[src/rtl/warp_sched_pkg.sv]
package warp_sched_pkg;
    typedef enum logic [1:0] {
        SEL_IDLE = 2'd0,
        SEL_KEEP = 2'd1,
        SEL_PASS = 2'd2
    } sel_state_t;
endpackage

[src/rtl/warp_slot.sv]
// Per-warp stall counter and barrier counters; produces eligibility.
module warp_slot #(
    parameter int NUM_BARS = 6,
    parameter int STALL_W  = 4,
    parameter int CNT_W    = 3,
    parameter int BIDX_W   = 3
) (
    input  logic                clk,
    input  logic                rst_n,
    input  logic                inst_valid,
    input  logic                issue,
    input  logic [STALL_W-1:0]  stall_in,
    input  logic                set_en,
    input  logic [BIDX_W-1:0]   set_idx,
    input  logic [NUM_BARS-1:0] wait_mask,
    input  logic                cmpl_hit,
    input  logic [BIDX_W-1:0]   cmpl_idx,
    output logic                eligible
);
    logic [STALL_W-1:0]  stall_q;
    logic [NUM_BARS-1:0] busy;

    always_ff @(posedge clk) begin
        if (!rst_n) begin
            stall_q <= '0;
        end else if (issue) begin
            stall_q <= stall_in;
        end else if (stall_q != '0) begin
            stall_q <= stall_q - 1'b1;
        end
    end

    for (genvar b = 0; b < NUM_BARS; b++) begin : g_bar
        logic [CNT_W-1:0] cnt_q;
        logic             inc;
        logic             dec;

        assign inc = issue && set_en && (set_idx == BIDX_W'(b));
        assign dec = cmpl_hit && (cmpl_idx == BIDX_W'(b));

        always_ff @(posedge clk) begin
            if (!rst_n) begin
                cnt_q <= '0;
            end else if (inc && !dec && (cnt_q != {CNT_W{1'b1}})) begin
                cnt_q <= cnt_q + 1'b1;
            end else if (dec && !inc && (cnt_q != '0)) begin
                cnt_q <= cnt_q - 1'b1;
            end
        end

        assign busy[b] = |cnt_q;
    end

    assign eligible = inst_valid && (stall_q == '0) && ((busy & wait_mask) == '0);
endmodule

[src/rtl/warp_rr_pick.sv]
// Picks the first eligible warp at or after a rotating start position.
module warp_rr_pick #(
    parameter int NUM_WARPS = 12,
    parameter int WID_W     = 4
) (
    input  logic [NUM_WARPS-1:0] elig,
    input  logic [WID_W-1:0]     start,
    output logic                 found,
    output logic [WID_W-1:0]     pick
);
    always_comb begin
        int pos;
        found = 1'b0;
        pick  = '0;
        // Walk from the farthest offset back to offset zero so the nearest wins.
        for (int k = NUM_WARPS - 1; k >= 0; k--) begin
            pos = int'(start) + k;
            if (pos >= NUM_WARPS) begin
                pos = pos - NUM_WARPS;
            end
            if (elig[pos]) begin
                found = 1'b1;
                pick  = WID_W'(pos);
            end
        end
    end
endmodule

[src/rtl/warp_issue_sel.sv]
module warp_issue_sel
    import warp_sched_pkg::*;
#(
    parameter int NUM_WARPS = 12,
    parameter int NUM_BARS  = 6,
    parameter int STALL_W   = 4,
    parameter int CNT_W     = 3,
    localparam int WID_W    = $clog2(NUM_WARPS),
    localparam int BIDX_W   = $clog2(NUM_BARS)
) (
    input  logic                          clk,
    input  logic                          rst_n,
    input  logic [NUM_WARPS-1:0]          inst_valid,
    input  logic [NUM_WARPS*STALL_W-1:0]  inst_stall,
    input  logic [NUM_WARPS-1:0]          inst_yield,
    input  logic [NUM_WARPS-1:0]          inst_set_en,
    input  logic [NUM_WARPS*BIDX_W-1:0]   inst_set_idx,
    input  logic [NUM_WARPS*NUM_BARS-1:0] inst_wait,
    input  logic                          cmpl_valid,
    input  logic [WID_W-1:0]              cmpl_warp,
    input  logic [BIDX_W-1:0]             cmpl_bar,
    output logic                          issue_valid,
    output logic [WID_W-1:0]              issue_warp
);
    localparam logic [WID_W-1:0] LAST_IDX = WID_W'(NUM_WARPS - 1);

    sel_state_t            state_q, state_d;
    logic [WID_W-1:0]      last_q;
    logic [WID_W-1:0]      start;
    logic [NUM_WARPS-1:0]  elig_vec;
    logic                  found;
    logic [WID_W-1:0]      pick;
    logic                  pick_yield;

    for (genvar w = 0; w < NUM_WARPS; w++) begin : g_warp
        warp_slot #(
            .NUM_BARS (NUM_BARS),
            .STALL_W  (STALL_W),
            .CNT_W    (CNT_W),
            .BIDX_W   (BIDX_W)
        ) u_slot (
            .clk        (clk),
            .rst_n      (rst_n),
            .inst_valid (inst_valid[w]),
            .issue      (issue_valid && (issue_warp == WID_W'(w))),
            .stall_in   (inst_stall[w*STALL_W +: STALL_W]),
            .set_en     (inst_set_en[w]),
            .set_idx    (inst_set_idx[w*BIDX_W +: BIDX_W]),
            .wait_mask  (inst_wait[w*NUM_BARS +: NUM_BARS]),
            .cmpl_hit   (cmpl_valid && (cmpl_warp == WID_W'(w))),
            .cmpl_idx   (cmpl_bar),
            .eligible   (elig_vec[w])
        );
    end

    warp_rr_pick #(
        .NUM_WARPS (NUM_WARPS),
        .WID_W     (WID_W)
    ) u_pick (
        .elig  (elig_vec),
        .start (start),
        .found (found),
        .pick  (pick)
    );

    assign pick_yield = inst_yield[pick];

    // State register and last-issued pointer.
    always_ff @(posedge clk) begin
        if (!rst_n) begin
            state_q <= SEL_IDLE;
            last_q  <= LAST_IDX;
        end else begin
            state_q <= state_d;
            if (found) begin
                last_q <= pick;
            end
        end
    end

    // Next state.
    always_comb begin
        state_d = state_q;
        unique case (state_q)
            SEL_IDLE, SEL_KEEP, SEL_PASS: begin
                if (!found) begin
                    state_d = SEL_IDLE;
                end else if (pick_yield) begin
                    state_d = SEL_PASS;
                end else begin
                    state_d = SEL_KEEP;
                end
            end
            default: state_d = SEL_IDLE;
        endcase
    end

    // Outputs: search start and issue decision.
    always_comb begin
        start = (last_q == LAST_IDX) ? '0 : last_q + 1'b1;
        unique case (state_q)
            SEL_KEEP: start = last_q;
            SEL_IDLE, SEL_PASS: start = (last_q == LAST_IDX) ? '0 : last_q + 1'b1;
            default: start = '0;
        endcase
        issue_valid = found;
        issue_warp  = pick;
    end
endmodule

[config.mk]
export PLATFORM = sky130hd
export DESIGN_NAME = warp_issue_sel
export DESIGN_NICKNAME = d
export VERILOG_FILES = /design/src/rtl/warp_sched_pkg.sv /design/src/rtl/warp_slot.sv /design/src/rtl/warp_rr_pick.sv /design/src/rtl/warp_issue_sel.sv
export SDC_FILE = /design/constraint.sdc
export NUM_CORES = 1
export LEC_CHECK = 0
export BUFFER_PORTS_ARGS = -buffer_cell sky130_fd_sc_hd__buf_4
export CORE_UTILIZATION = 60
export CTS_BUF_LIST = sky130_fd_sc_hd__clkbuf_4 sky130_fd_sc_hd__clkbuf_8
export CTS_CLUSTER_DIAMETER = 100
export DETAILED_ROUTE_END_ITERATION = 10
export PLACE_DENSITY = 0.8
export RECOVER_POWER = 50
export SETUP_SLACK_MARGIN = 0.3
export SLEW_MARGIN = 25
export SYNTH_ARGS = -nofsm -noshare
export SYNTH_HDL_FRONTEND = slang
export SYNTH_SLANG_ARGS = --single-unit
[constraint.sdc]
create_clock -name clk -period 11 [get_ports clk]
set_input_delay 2.2 -clock clk [delete_from_list [all_inputs] [get_ports clk]]
set_output_delay 2.2 -clock clk [all_outputs]
set_load 0.005 [all_outputs]
==> qor.yml <==
yosys:
  post_synth_inst_count: 3170
  synth.yosys.seq_area_share_pct: 22.2
  synth-async-reset-ratio_pct: 0
  synthesis.area_sq_um: 24400
  syn-mean-instance-area_sq_um: 7.69
  ys_dominant_reg_cell: "sky130_fd_sc_hd__dfxtp_1"
  ys_ff_latch: 270
  synth.net_count: 3492
  yosys.cell_types.count: 118
  synth_enable_flop_cells: 0
  yosys_warnings: 0
finish:
  area_growth_pct: 11.4
  finalNetCount: 3632
  drive_gt1_share_pct: 12.9
  layout.cells.non_filler: 3874
  fillCellCount: 3359
setup_path:
  cpMaxStageDelayCell: "sky130_fd_sc_hd__xnor2_1"
  criticalPathCategory: "flop to primary output"
  kind_of_capture_point_of_the_worst_setup_path: "primary output"
  number_of_cells_on_the_worst_reg_to_reg_path: 29
  required_ns: 8.80
  crit_path_start_kind: "flop"
  critical-path-max-stage-delay_ns: 0.75
  cp_data_arrival_time_ns: 7.63
  worst_path_fanout_max: 28
  crit_chain: "ha_1 -> nor4b_2 -> a21oi_2 -> buf_4 -> inv_1 -> ha_1 -> o21ai_0 -> and4_1 -> nor2_1 -> inv_1 -> ha_1 -> a211oi_1 -> nand3_1 -> xnor2_1 -> nor4b_2 -> a311o_1 -> o21ai_1 -> a2111oi_2 -> or3_1 -> nand2_1 -> buf_4 -> inv_2 -> buf_4"
routing:
  vias: 26652
  wire_per_inst_microns: 21.6
  antenna_violating_nets_post_route: 0
  post-route-drc-count: 0
  postRouteWirelength_microns: 83800
  routed_vias_inst: 6.88
  detailedRoute.firstPassIterationCount: 9
  dr.first_iter.drc_count: 2659
cts:
  post_cts_setup_buffer_count: 0
  cts_buf_count: 51
  cts.repair.resized: 0
  clkTransAtPathRegs_ns: 0.07
  worst_skew_pair.late_latency_ns: 0.67
  cts.path.max_buffers: 3
  cts.root.buffer_cell: "sky130_fd_sc_hd__clkbuf_8"
  cts_hold_buffers: 0
  clock_sink_count: 270
  clock_tree_from_tritoncts: "done"
  h-tree-depth: 2
place:
  dpl.cell_count: 3782
  gp_routability_congestion: 1.04
  input_output_buffers: 206
  dp_worst_setup_slack_ns: 1.95
  dp_hpwl_microns: 62200
sta:
  skew_ns: 0.0535
  setup_ws_ns: 1.17
  hold_fails_final_rpt: 0
  final.setup.tns_ns: 0
  fin_hold_ws_ns: 0.491
  slew-limit-headroom_pct: 16.0
  post-route-min-period_ns: 9.83
  fmaxAchievable_ghz: 0.102
  rsz_0062_raised_after_global_routing: "false"
  worst_margin_slew_ns: 1.26
  finalSetupViolations: 0
  period_share_pct: 89.4
  maxSlewViolCount: 0
global_routing:
  vias_in_the_first_global_route: 24514
  grt_start_max_net_pins: 72
  antenna_found_initial: 7
  first_pass_grt_wire_length_microns: 130000
  global_route.overflow_total: 0
  global_route_usage_over_all_layers_pct: 39.4
worst_hold_path:
  hold_path_class: "flop to flop"
  min_path_cells: 2
die:
  die_h_microns: 204
  design.die.area_sq_um: 41400
  floorplan.rows: 73
  initial_core_util_pct: 61.0
  floorplan.core_area_sq_um: 39900
  ioPinCount: 207
  die_w_microns: 204
flow_run:
  maxCapViolations: 0
run_status:
  run_status: "finished clean"
worst max-delay path, delay by kind of cell, from the launching register on:
family,cells,cell delay (ns)
AOI/OAI and AO/OA,6,1.31
xor gates and xnor gates,1,0.75
adders and majority gates,3,0.87
buffers and inverters,6,1.87
DFF,1,0.56
and+or+nand+nor,7,1.59
synth_stat cells (52+ instances only):
| cell type | instances | share of area (%) |
|---|---|---|
| sky130_fd_sc_hd__nand2_1 | 328 | 5.1 |
| sky130_fd_sc_hd__or3_1 | 64 | 1.6 |
| sky130_fd_sc_hd__nand4_1 | 80 | 2.1 |
| sky130_fd_sc_hd__nand3_1 | 201 | 4.1 |
| sky130_fd_sc_hd__inv_1 | 75 | 1.2 |
| sky130_fd_sc_hd__mux2i_1 | 133 | 5.5 |
| sky130_fd_sc_hd__o21ai_0 | 103 | 2.1 |
| sky130_fd_sc_hd__a21oi_1 | 138 | 2.8 |
| sky130_fd_sc_hd__o31ai_1 | 65 | 2.0 |
| sky130_fd_sc_hd__fa_1 | 72 | 5.9 |
| sky130_fd_sc_hd__nor3_1 | 180 | 3.7 |
| sky130_fd_sc_hd__nor2_1 | 330 | 5.1 |
| sky130_fd_sc_hd__nand2b_1 | 52 | 1.3 |
| sky130_fd_sc_hd__dfxtp_1 | 270 | 22 |
| sky130_fd_sc_hd__clkbuf_1 | 109 | 1.7 |
area by class of cell:
class	instances	area [sq um]	share of cell area, %
flip-flops and latches	270	5410	19.9
clock inverters	11	88.8	0.327
multi-input cells	2658	17900	65.9
inverters	84	318	1.17
repair buffers	245	1810	6.67
clock buffers	76	952	3.51
diodes	5	12.5	0.0461
well taps	525	657	2.42
cells by family after synthesis:
family | synth area share [%]
adder cells (fa/ha/maj) | 8.38
buffers and inverters | 4.15
flip-flops | 22.2
multiplexers | 6.31
AND/OR/NAND/NOR | 33.4
AO/OA/AOI/OAI | 21.8
XOR/XNOR | 3.75
worst paths after layout:
check                                 startpoint                                  end  slack (ns)
min reg2reg  g_warp[11].u_slot.g_bar[3].cnt_q[2]  g_warp[11].u_slot.g_bar[3].cnt_q[2]        0.49
max reg2reg                            last_q[0]   g_warp[1].u_slot.g_bar[4].cnt_q[2]        1.27
max                                    last_q[0]                        issue_warp[0]        1.17
min          g_warp[11].u_slot.g_bar[3].cnt_q[2]  g_warp[11].u_slot.g_bar[3].cnt_q[2]        0.49
cells in the final DEF, fill, tap and decap left out, types with 13 or more instances in the layout:
cell and n:
sky130_fd_sc_hd__a21oi_1 140, sky130_fd_sc_hd__clkbuf_8 61, sky130_fd_sc_hd__o211ai_1 16, sky130_fd_sc_hd__buf_4 237
sky130_fd_sc_hd__o31ai_1 65, sky130_fd_sc_hd__nor4_1 52, sky130_fd_sc_hd__dfxtp_1 270, sky130_fd_sc_hd__mux2i_1 133
sky130_fd_sc_hd__ha_1 48, sky130_fd_sc_hd__nor3_1 180, sky130_fd_sc_hd__or3_1 64, sky130_fd_sc_hd__nand2_1 328
sky130_fd_sc_hd__a21o_1 18, sky130_fd_sc_hd__o21a_1 18, sky130_fd_sc_hd__xnor2_1 46, sky130_fd_sc_hd__and2_1 15
sky130_fd_sc_hd__a31oi_1 37, sky130_fd_sc_hd__o2111ai_1 14, sky130_fd_sc_hd__inv_1 76, sky130_fd_sc_hd__and4_1 14
sky130_fd_sc_hd__a311oi_1 13, sky130_fd_sc_hd__o21ai_0 104, sky130_fd_sc_hd__a32oi_1 34, sky130_fd_sc_hd__nand4b_1 13
sky130_fd_sc_hd__clkbuf_4 15, sky130_fd_sc_hd__nand3b_1 18, sky130_fd_sc_hd__xor2_1 50, sky130_fd_sc_hd__nand4_1 81
sky130_fd_sc_hd__o31a_1 41, sky130_fd_sc_hd__fa_1 72, sky130_fd_sc_hd__a211oi_1 45, sky130_fd_sc_hd__nor3b_1 28
sky130_fd_sc_hd__nor4bb_1 14, sky130_fd_sc_hd__o41ai_1 16, sky130_fd_sc_hd__nand2b_1 52, sky130_fd_sc_hd__nor2_1 331
sky130_fd_sc_hd__nand3_1 202, sky130_fd_sc_hd__and3_1 45, sky130_fd_sc_hd__nor2b_1 34
metal layers:
metal / routed length, microns / share of wire, % / vias up / GRT usage, %
met3: 9270 / 11 / 324 / 8.36
li1: - / - / 12220 / -
met2: 37400 / 45 / 1463 / 62.9
met5: 29 / 0.035 / - / 0
met4: 5100 / 6.1 / 4 / 23.1
met1: 32000 / 38 / 12641 / 49.1
metrics by stage:
| stage | util (%) | instance area, sq um |
|---|---|---|
| finish | 68.0 | 27100 |
| global placement | 65.6 | 26200 |
| CTS | 68.2 | 27200 |
| detailed placement | 65.6 | 26200 |
| floorplan | - | 24400 |
| global route | 68.0 | 27100 |
flip-flops by register name (all words and copies together) (netlist names):
register / cells
last_q: 4
state_q: 2
g_warp.u_slot.g_bar.cnt_q: 216
g_warp.u_slot.stall_q: 48
Power is not shown: default switching activity piles up to over one toggle a cycle in this logic, so the estimate is an artifact.
